==> src/rtl/sca_seq_pkg.sv <==
`timescale 1ns/1ps
package sca_seq_pkg;
  typedef enum logic [1:0] {
    MODE_WRITE = 2'd0,
    MODE_CONV  = 2'd1,
    MODE_READ  = 2'd2,
    MODE_REARM = 2'd3
  } seq_mode_t;

  // circular successor of a cell index
  function automatic int unsigned ring_next(input int unsigned idx, input int unsigned cells);
    return (idx >= cells - 1) ? 0 : idx + 1;
  endfunction
endpackage

==> src/rtl/sca_wr_ring.sv <==
`timescale 1ns/1ps
module sca_wr_ring #(
  parameter int CELLS = 256
) (
  input  logic                      clk,
  input  logic                      rst_n,
  input  logic                      advance,
  input  logic                      restart,
  input  logic                      gate,
  output logic [$clog2(CELLS)-1:0]  ptr,
  output logic [CELLS-1:0]          wr_en
);
  import sca_seq_pkg::*;
  localparam int PW = $clog2(CELLS);

  logic [PW-1:0] ptr_nxt;
  assign ptr_nxt = PW'(ring_next(int'(ptr), CELLS));

  always_ff @(posedge clk or negedge rst_n) begin
    if (!rst_n)       ptr <= '0;
    else if (restart) ptr <= '0;
    else if (advance) ptr <= ptr_nxt;
  end

  for (genvar g = 0; g < CELLS; g++) begin : g_strobe
    assign wr_en[g] = gate && (ptr == PW'(g));
  end
endmodule

==> src/rtl/sca_mode_fsm.sv <==
`timescale 1ns/1ps
module sca_mode_fsm #(
  parameter int CELLS = 256
) (
  input  logic                           clk,
  input  logic                           rst_n,
  input  logic                           trig,
  input  logic                           conv_done,
  input  logic                           rd_done,
  input  logic [$clog2(CELLS)-1:0]       ptr,
  output sca_seq_pkg::seq_mode_t         mode,
  output logic [$clog2(CELLS)-1:0]       stop_addr,
  output logic                           conv_start,
  output logic                           rd_en,
  output logic                           sampling,
  output logic                           stop_evt,
  output logic                           rearm_evt
);
  import sca_seq_pkg::*;

  logic armed;
  logic conv_fin;
  logic read_fin;

  assign sampling  = (mode == MODE_WRITE) && trig;
  assign stop_evt  = (mode == MODE_WRITE) && armed && !trig;
  assign rearm_evt = (mode == MODE_REARM) && trig;
  assign conv_fin  = (mode == MODE_CONV) && conv_done;
  assign read_fin  = (mode == MODE_READ) && rd_done;
  assign rd_en     = (mode == MODE_READ);

  always_ff @(posedge clk or negedge rst_n) begin
    if (!rst_n) begin
      mode       <= MODE_WRITE;
      armed      <= 1'b0;
      stop_addr  <= '0;
      conv_start <= 1'b0;
    end else begin
      conv_start <= stop_evt;
      if (stop_evt) begin
        mode      <= MODE_CONV;
        armed     <= 1'b0;
        stop_addr <= ptr;
      end else if (sampling) begin
        armed <= 1'b1;
      end else if (conv_fin) begin
        mode <= MODE_READ;
      end else if (read_fin) begin
        mode <= MODE_REARM;
      end else if (rearm_evt) begin
        mode <= MODE_WRITE;
      end
    end
  end
endmodule

==> src/rtl/sca_acq_seq.sv <==
`timescale 1ns/1ps
module sca_acq_seq #(
  parameter int CELLS = 256
) (
  input  logic                      clk,
  input  logic                      rst_n,
  input  logic                      trig,
  input  logic                      conv_done,
  input  logic                      rd_done,
  output logic [CELLS-1:0]          wr_en,
  output logic [$clog2(CELLS)-1:0]  stop_addr,
  output logic                      conv_start,
  output logic                      rd_en
);
  import sca_seq_pkg::*;
  localparam int PW = $clog2(CELLS);

  seq_mode_t     mode;
  logic [PW-1:0] ptr;
  logic          sampling;
  logic          stop_evt;
  logic          rearm_evt;

  sca_mode_fsm #(.CELLS(CELLS)) u_fsm (
    .clk        (clk),
    .rst_n      (rst_n),
    .trig       (trig),
    .conv_done  (conv_done),
    .rd_done    (rd_done),
    .ptr        (ptr),
    .mode       (mode),
    .stop_addr  (stop_addr),
    .conv_start (conv_start),
    .rd_en      (rd_en),
    .sampling   (sampling),
    .stop_evt   (stop_evt),
    .rearm_evt  (rearm_evt)
  );

  sca_wr_ring #(.CELLS(CELLS)) u_ring (
    .clk     (clk),
    .rst_n   (rst_n),
    .advance (sampling),
    .restart (rearm_evt),
    .gate    (sampling),
    .ptr     (ptr),
    .wr_en   (wr_en)
  );
endmodule

==> config.mk <==
export PLATFORM = sky130hd
export DESIGN_NAME = sca_acq_seq
export DESIGN_NICKNAME = d
export VERILOG_FILES = /design/src/rtl/sca_seq_pkg.sv /design/src/rtl/sca_wr_ring.sv /design/src/rtl/sca_mode_fsm.sv /design/src/rtl/sca_acq_seq.sv
export SDC_FILE = /design/constraint.sdc
export NUM_CORES = 1
export LEC_CHECK = 0
export ABC_AREA = 1
export BUFFER_PORTS_ARGS = -buffer_cell sky130_fd_sc_hd__buf_2
export CAP_MARGIN = 20
export CORE_AREA = 2 2 104 106
export DETAILED_ROUTE_END_ITERATION = 10
export DIE_AREA = 0 0 106 108
export GPL_TIMING_DRIVEN = 1
export PLACE_DENSITY = 0.58
export RECOVER_POWER = 50
export SYNTH_ARGS = -nofsm -noshare
export SYNTH_HDL_FRONTEND = slang
export SYNTH_SLANG_ARGS = --single-unit
==> constraint.sdc <==
create_clock -name clk -period 1.8 [get_ports clk]
set_input_delay 0 -clock clk [delete_from_list [all_inputs] [get_ports clk]]
set_output_delay 0 -clock clk [all_outputs]
set_load 0.05 [all_outputs]
==> Word level (Yosys, flattened, before mapping) <==
Cells that the tools add are included.
{ "classes": {"n_addsub": 1, "n_mul": 0, "div_mod_pow": 0, "order_cmp": 1, "n_eq_ne": 259, "shift": 0, "mux": 10, "bitwise_logic": 0, "n_reduce_logical": 269} }
{ "ops": {"columns": ["cell", "count"], "rows": [
  ["equality test 8 bit (second input constant)", 128],
  ["equality test 8 x 7 -> 1 bit (second input constant)", 64],
  ["logical AND 1 bit", 262],
  ["equality test 8 x 6 -> 1 bit (second input constant)", 32],
  ["equality test 8 x 5 -> 1 bit (second input constant)", 16],
  ["equality test 8 x 4 -> 1 bit (second input constant)", 8],
  ["equality test 8 x 3 -> 1 bit (second input constant)", 4],
  ["2-to-1 mux 8 bit", 3],
  ["equality test 8 x 2 -> 1 bit (second input constant)", 2],
  ["2-to-1 mux 2 bit", 5],
  ["adder 8 x 1 -> 8 bit (second input constant)", 1],
  ["equality test 8 x 1 -> 1 bit (second input constant)", 1],
  [">= comparator 8 bit (second input constant)", 1],
  ["zero test 8 bit", 1],
  ["equality test 2 bit (second input constant)", 2],
  ["nonzero test 2 bit", 2],
  ["nonzero test 4 bit", 1],
  ["equality test 2 x 1 -> 1 bit (second input constant)", 1],
  ["zero test 2 bit", 1],
  ["2-to-1 mux 1 bit", 2],
  ["!= test 2 bit (second input constant)", 1],
  ["AND reduction 2 bit", 1],
  ["zero test 1 bit", 1]
]} }
{ "totals": {"ff_bits": 20, "latch_bits": 0, "mem_bits_rw": 0, "romBits": 0, "input_bits": 5, "out_inout_bits": 266, "memories": 0} }

==> Longest topological paths before layout <==
Gate-level depths: netlist (run 1).
{ "depth": {"ltp_word": 7, "mapped_depth": 7} }

==> Modules after synthesis <==
Synthesis (run 1) repeated with hierarchy kept, for this count alone.
{ "hier_totals": {"hier_cells": 499, "area_unflattened_um2": 2517.4} }
{ "modules_own_cells": {"columns": ["module", "instances", "cells_per_inst", "area_per_inst_um2", "seq_area_each_um2"], "rows": [
  ["sca_wr_ring", 1, 437, 1988.2, 200.2],
  ["sca_mode_fsm", 1, 62, 529.3, 300.3]
]} }

==> Worst setup path before layout (run 1) <==
No wires, ideal clock.
{ "synth_timing": {"path_type": "register -> output", "from": "register u_ring.ptr[0]", "to": "output wr_en[111]", "arrival_ns": 1.848, "required_ns": 1.800, "slack_ns": -0.048, "stages_incl_launch_ff": 7, "cell_sequence": "dfrtp_1 > ha_1 > nand2_1 > nor2_1 > nand2_2 > buf_2 > nor2_1"} }
{ "synth_via": {"elab_chain_cells": 2} }
{ "synth_lines": {"columns": ["element", "line_no", "rtl"], "rows": [
  ["start: declaration", "sca_wr_ring.sv:10", "output logic [$clog2(CELLS)-1:0] ptr,"],
  ["start signal: assignment", "sca_wr_ring.sv:22", "else if (advance) ptr <= ptr_nxt;"],
  ["equality test 8 x 7 -> 1 bit", "sca_wr_ring.sv:26", "assign wr_en[g] = gate && (ptr == PW'(g));"],
  ["logical AND 1 bit", "sca_wr_ring.sv:26", null],
  ["end: declaration", "sca_acq_seq.sv:10", "output logic [CELLS-1:0] wr_en,"]
]} }
No other way between the ends.

==> Worst setup path in the final report (run 1) <==
{ "layout_timing": {"from": "register u_ring.ptr[1]", "to": "output wr_en[245]"} }
{ "layout_via": {"elab_chain_cells": 2} }
{ "layout_lines": {"columns": ["element", "line_no"], "rows": [
  ["equality test 8 bit", "sca_wr_ring.sv:26"],
  ["logical AND 1 bit", "sca_wr_ring.sv:26"]
]} }
No other way between the ends.

==> results.sh, run 1 <==
export IMPL_pin_count_of_the_biggest_net_entering_global_routing=21
export IMPL_nets=781
export IMPL_critical_path_n_buffers_inverters=3
export IMPL_synth_flop_cell="dfrtp_1"
export IMPL_detail_route_iter0_violations=447
export IMPL_worst_endpoint_required_ns=1.80
export IMPL_synth_edff_count=0
export IMPL_synth_seq_area_share_pct=19.74
export IMPL_r2r_start="u_ring.ptr[0]"
export IMPL_timing_reg2reg_worst_path_depth=7
export IMPL_timing_final_setup_violations=2
export IMPL_fmaxAchievable_mhz=550.2
export IMPL_violated_checks="negative setup slack"
export IMPL_hold_end="u_fsm.mode[0]"
export IMPL_final_antenna_net_count=0
export IMPL_ff2ff_setup_slack_ns=0.29
export IMPL_ios=271
export IMPL_diodes=0
export IMPL_hp_start="rd_done"
export IMPL_status="finished with violations"
export IMPL_clock_insertion_delay_at_the_later_pin_of_the_skew_report_ns=0.27
export IMPL_p_leak_nw=2.560
export IMPL_kind_of_path_behind_the_tightest_hold_check="in2reg"
export IMPL_h_tree_lvls=1
export IMPL_route_detailed_wl_per_inst_um=19.99
export IMPL_clock_tree_root_cell="clkbuf_8"
export IMPL_first_pass_iters=7
export IMPL_vias_per_cell=5.032
export IMPL_critical_path_arrival_ns=1.82
export IMPL_port_buffers=270
export IMPL_powerDensity_nw_per_um2=477.4
export IMPL_yosys_area_top_type_share_pct=41.76
export IMPL_cp_common_cell="inv_2"
export IMPL_max_cap_violation_count=0
export IMPL_synthesis_nets=494
export IMPL_cts_tree="built"
export IMPL_ys_seq_elements=20
export IMPL_syn_avg_cell_area_um2=5.227
export IMPL_post_route_drc_count=0
export IMPL_synth_top_cells_by_area="nor2_1 42%, dfrtp_1 20%, nand2_1 7.1%, inv_1 5.9%, buf_6 4.9%"
export IMPL_detail_route_wirelength_mm=18.13
export IMPL_clock_pin_slew_reported_for_the_worst_setup_and_hold_paths_after_clock_tree_synthesis_ns=0.08
export IMPL_timing_final_hold_violations=0
export IMPL_syn_inst=485
export IMPL_die_w_um=106
export IMPL_worst_r2r_endpoint="u_ring.ptr[3]"
export IMPL_final_hold_worst_slack_ns=0.03827
export IMPL_min_period_over_period_pct=101.0
export IMPL_worst_path_max_fanout=7
export IMPL_cp_slowest_cell="dfrtp_1"
export IMPL_timing_critical_path_from_type="register"
export IMPL_clock_skew_final_ns=0.004795
export IMPL_grt_overflow_total=0
export IMPL_period_needed_ns=1.818
export IMPL_irDropWorstVdd_mv=0.4226
export IMPL_yosys_area_top_type="nor2_1"
export IMPL_clock_sink_count=20
export IMPL_critical_path_top_delay_family="simple AND/OR/NAND/NOR gates"
export IMPL_floorplan_initialDensity_pct=24.78
export IMPL_relative_slew_margins_pct=22.88
export IMPL_synthTopCellsByCount="282 x nor2_1, 48 x nand2_1, 40 x inv_1"
export IMPL_grt_setup_unrepaired="yes"
export IMPL_die_area_um2=11450
export IMPL_first_global_vias=4235
export IMPL_dp_slack_ns=0.008104
export IMPL_end_kind="primary output"
export IMPL_fp_row_count=37
export IMPL_syn2layout_area_growth_pct=159.1
export IMPL_total_power_mw=3.135
export IMPL_inst_count_dp=877
export IMPL_post_synth_top_count_cell="nor2_1"
export IMPL_finalCoreUtilization_pct=64.19
export IMPL_synth_warnings=0
export IMPL_synth_area_um2=2535
export IMPL_cp_slowest_stage_delay_ns=0.43
export IMPL_grt_usage_pct=25.42
export IMPL_setup_worst_path_start="u_ring.ptr[1]"
export IMPL_final_layout_size_suffix_gt1_share_pct=67.44
export IMPL_place_detailed_hpwl_mm=10.19
export IMPL_core_region_area_um2=10230
export IMPL_synthDistinctLibCells=20
export IMPL_synthArstFlopShare_pct=100.0
export IMPL_worst_pin_slew_ns=1.157
export IMPL_timing_hold_worst_path_depth=3
export IMPL_critical_path_class="reg2out"
export IMPL_place_gp_congestion=0.8244
export IMPL_final_cell_count_no_fill=907
export IMPL_fp_dieH_um=108
export IMPL_antenna_found_initial=0
export IMPL_vias=4564
export IMPL_crit_path_cell_trace="inv_2 -> ha_1 -> inv_2 -> nor2_4 -> nand2_4 -> nor2_2 -> buf_6"
export IMPL_timing_max_transition_violations_final=0
export IMPL_finalWorstSetupSlack_ns=-0.01756
export IMPL_cts_buffers=3
export IMPL_clock_path_buffers=2
export IMPL_first_pass_grt_wire_length_mm=22.90
logic make-up (layout without fill, tap and decap cells):
group | after synthesis | in the layout | synth area share, %
DFF | 20 | 20 | 19.74
buffers and inverters | 78 | 359 | 15.60
AOI/OAI and AO/OA | 19 | 19 | 3.850
adders and majority gates | 4 | 4 | 1.974
xor gates and xnor gates | 1 | 1 | 0.3456
and+or+nand+nor | 363 | 368 | 58.49
power by group:
group          switching (mW)  internal [mW]  total (mW)  leakage, nW
logic                    1.42          0.531        1.95         2.27
registers               0.119          0.598       0.717        0.255
clock network           0.169          0.297       0.466       0.0357
area by class of cell:
type | instances | area, µm²
clock buffers | 3 | 41.29
clock inverters | 1 | 30.03
fillers | 800 | 3664
inverters | 41 | 165.2
multi-input cells | 392 | 2467
flip-flops and latches | 20 | 508.0
well taps | 136 | 170.2
repair buffers | 314 | 3186
repair_timing:
action                                  4_1_cts  5_1_grt
pin swaps                                     4       20
hold buffers                                  2        0
endpoints found under the setup margin      237      256
hold endpoints to repair                     21        0
setup buffers                                 6       11
gates resized for setup                     427      266
cloned                                        4        4
placed cells by master (no fill, tap or decap), types with 7 or more instances in the layout:
cell type  synthesis  final
buf_12             0      7
buf_6             11    192
nand2_8            0     17
nor2_2             1    146
clkbuf_4           0     14
nor2_1           282    108
dfrtp_1           20     14
nand2_1           48     44
buf_4              1     77
nand3_1           14     14
nor2_4             0     29
clkbuf_1          12     12
inv_1             40     32
o21ai_0           15     15
per-stage QoR:
stage	area, µm²	TNS, ns
2_1_floorplan	2610	-0.4756
6_report	6568	-0.02306
3_5_place_dp	4105	0
3_3_place_gp	4105	0
4_1_cts	5600	-2.586
5_1_grt	6568	-4.540
state kept, by name, summed over array words and instances (netlist names):
| name | flops |
|---|---|
| u_fsm.stop_addr | 8 |
| u_ring.ptr | 8 |
| u_fsm.mode | 2 |
| u_fsm.armed | 1 |
| u_fsm.conv_start | 1 |
worst max-delay path by stage:
stage	endpoint	slack [ns]	cells past startpoint
after floorplan	wr_en[111]	-0.05	6
after global placement	wr_en[222]	0.06	7
after detailed placement	wr_en[222]	0.008	7
after CTS	wr_en[222]	-0.12	7
after global routing	wr_en[245]	-0.09	7
final	wr_en[245]	-0.02	7
per-layer routing:
| metal | track usage [%] | part of all wire, % |
|---|---|---|
| met1 | 29.09 | 37 |
| met2 | 45.99 | 53 |
| met3 | 4.702 | 6.7 |
| met4 | 11.75 | 3.3 |
| met5 | 0 | 0 |
worst register-to-register path, delay by kind of cell, from the launching register on:
kind / cells / cell delay, ns
buf+inv: 1 / 0.15
compound gates: 1 / 0.19
simple gates: 4 / 0.39
flops: 1 / 0.45
fa+ha+maj: 1 / 0.23
No activity file was read; power rests on OpenSTA's default activity.
==> run 2, diff against run 1 <==
--- a/config.mk
+++ b/config.mk
@@ -11,7 +11,7 @@
 export CORE_AREA = 2 2 104 106
 export DETAILED_ROUTE_END_ITERATION = 10
 export DIE_AREA = 0 0 106 108
-export GPL_TIMING_DRIVEN = 1
+export GPL_TIMING_DRIVEN = 0
 export PLACE_DENSITY = 0.58
 export RECOVER_POWER = 50
 export SYNTH_ARGS = -nofsm -noshare
==> run 2 against run 1 <==
Net effect:
- sequential power increased by 1%
- register-to-register slack got worse by 0.02 ns
- first-iteration DRC count shrank 21%
- flip-flop and latch count is the same
- fmax shrank 8.1%
- global-route usage shrank 1.2 points
- core utilization grew 4.0 points
- the flow still finishes with violations (negative setup slack)
- largest power group unchanged
- wire length hardly changed
==> results.sh, run 2 (synthesis gave the netlist of run 1 again) <==
export IMPL_diodes=0
export IMPL_worst_path_max_fanout=10
export IMPL_route_detailed_wl_per_inst_um=19.14
export IMPL_clock_skew_final_ns=0.0007817
export IMPL_antenna_found_initial=0
export IMPL_inst_count_dp=891
export IMPL_clock_insertion_delay_at_the_later_pin_of_the_skew_report_ns=0.26
export IMPL_powerDensity_nw_per_um2=445.8
export IMPL_vias_per_cell=4.910
export IMPL_layout_cells_most_common_list="184 x buf_6, 121 x nor2_1, 117 x nor2_2"
export IMPL_clock_pin_slew_reported_for_the_worst_setup_and_hold_paths_after_clock_tree_synthesis_ns=0.08
export IMPL_nets=822
export IMPL_h_tree_lvls=1
export IMPL_fp_row_count=37
export IMPL_grt_overflow_total=0
export IMPL_port_buffers=270
export IMPL_first_pass_iters=6
export IMPL_relative_slew_margins_pct=24.52
export IMPL_fp_dieH_um=108
export IMPL_die_area_um2=11450
export IMPL_cts_tree="built"
export IMPL_clock_tree_root_cell="clkbuf_8"
export IMPL_p_leak_nw=3.166
export IMPL_fmaxAchievable_mhz=505.4
export IMPL_final_antenna_net_count=0
export IMPL_pin_count_of_the_biggest_net_entering_global_routing=21
export IMPL_ios=271
export IMPL_kind_of_path_behind_the_tightest_hold_check="in2reg"
export IMPL_grt_usage_pct=24.20
export IMPL_cts_buffers=3
export IMPL_core_region_area_um2=10230
export IMPL_grt_setup_unrepaired="yes"
export IMPL_reg_largest_list="u_fsm.stop_addr x8, u_ring.ptr x8, u_fsm.mode x2"
export IMPL_floorplan_initialDensity_pct=24.78
export IMPL_place_detailed_hpwl_mm=11.02
export IMPL_vias=4655
export IMPL_worst_endpoint_required_ns=1.80
export IMPL_timing_final_hold_violations=0
export IMPL_critical_path_arrival_ns=1.98
export IMPL_most_frequent_standard_cell_in_the_layout_excluding_fill_and_tap_cells="buf_6"
export IMPL_finalCoreUtilization_pct=68.17
export IMPL_final_cell_count_no_fill=948
export IMPL_end_kind="primary output"
export IMPL_final_layout_size_suffix_gt1_share_pct=71.67
export IMPL_first_global_vias=4100
export IMPL_status="finished with violations"
export IMPL_timing_critical_path_from_type="register"
export IMPL_clock_path_buffers=2
export IMPL_finalWorstSetupSlack_ns=-0.1785
export IMPL_timing_final_setup_violations=20
export IMPL_max_cap_violation_count=0
export IMPL_post_route_drc_count=0
export IMPL_place_gp_congestion=0.8876
export IMPL_min_period_over_period_pct=109.9
export IMPL_fin_setup_tns_ns=-0.6119
export IMPL_total_power_mw=3.109
export IMPL_clock_sink_count=20
export IMPL_violated_checks="negative setup slack"
export IMPL_first_pass_grt_wire_length_mm=22.06
export IMPL_syn2layout_area_growth_pct=175.1
export IMPL_detail_route_iter0_violations=353
export IMPL_detail_route_wirelength_mm=18.15
export IMPL_worst_pin_slew_ns=1.132
export IMPL_period_needed_ns=1.979
export IMPL_timing_max_transition_violations_final=0
export IMPL_final_hold_worst_slack_ns=0.04320
export IMPL_die_w_um=106
export IMPL_irDropWorstVdd_mv=0.3711
export IMPL_critical_path_class="reg2out"
-- run 2: cell count changes in the layout (fill, tap and decap cells not counted), sizes merged --
cell / delta
inv: +2
clkbuf: -19
clkinvlp: -1
clkinv: -1
nand2: -5
buf: +65
-- run 2: power by group --
| group | switching (mW) | internal (mW) |
|---|---|---|
| Combinational | 1.30 | 0.624 |
| Clock | 0.162 | 0.297 |
| Sequential | 0.127 | 0.598 |
-- run 2: area by class of cell --
cell class / count / area (µm²)
Sequential cell: 20 / 506.7
Inverter: 41 / 171.4
Timing Repair Buffer: 323 / 3088
Tap cell: 136 / 170.2
Fill cell: 796 / 3257
Buffer: 37 / 478.0
Multi-Input combinational cell: 387 / 2489
Clock buffer: 3 / 41.29
Clock inverter: 1 / 30.03
-- run 2: path summary, 6_finish.rpt --
check,startpoint,to,slack [ns],cells past startpoint
worst max-delay path,u_fsm.mode[1],wr_en[158],-0.18,8
worst min-delay path,rd_done,u_fsm.mode[0],0.04,3
worst max register to register,u_ring.ptr[1],u_ring.ptr[6],0.27,9
worst min register to register,u_fsm.stop_addr[0],u_fsm.stop_addr[0],0.49,2
max in group asynchronous,rst_n,u_ring.ptr[5],0.57,2
min in group asynchronous,rst_n,u_fsm.stop_addr[0],0.47,2
-- run 2: critical path, cell delays in order (launching register included) --
cell,delay [ns]
dfrtp_1,0.40
nor2_2,0.15
nand2_2,0.12
inv_8,0.13
buf_12,0.15
nand2_4,0.10
buf_8,0.17
nor2_1,0.26
buf_6,0.22
-- run 2: what timing repair did --
action	in CTS	in global routing
hold buffers	2	0
gates cloned	0	5
gates resized for setup	345	409
pin swaps	6	30
buffers inserted	9	37
hold endpoints to repair	21	0
setup endpoints to repair	247	233
-- run 2: routing by layer --
layer,vias up,global-route usage [%],share of wire (%),wire length [µm]
met1,2235,28.45,37,6629
met5,-,0,0,0
met2,264,46.04,52,9446
li1,2090,-,-,-
met3,66,3.014,6.8,1238
met4,0,6.861,4.6,832
-- run 2: through the flow --
step	cell area (µm²)	setup slack, ns
after floorplan	2610	-0.04756
after global placement	4131	-0.03084
after detailed placement	4131	-0.06052
after CTS	5202	-0.02905
after global routing	6974	-0.2085
final	6974	-0.1785
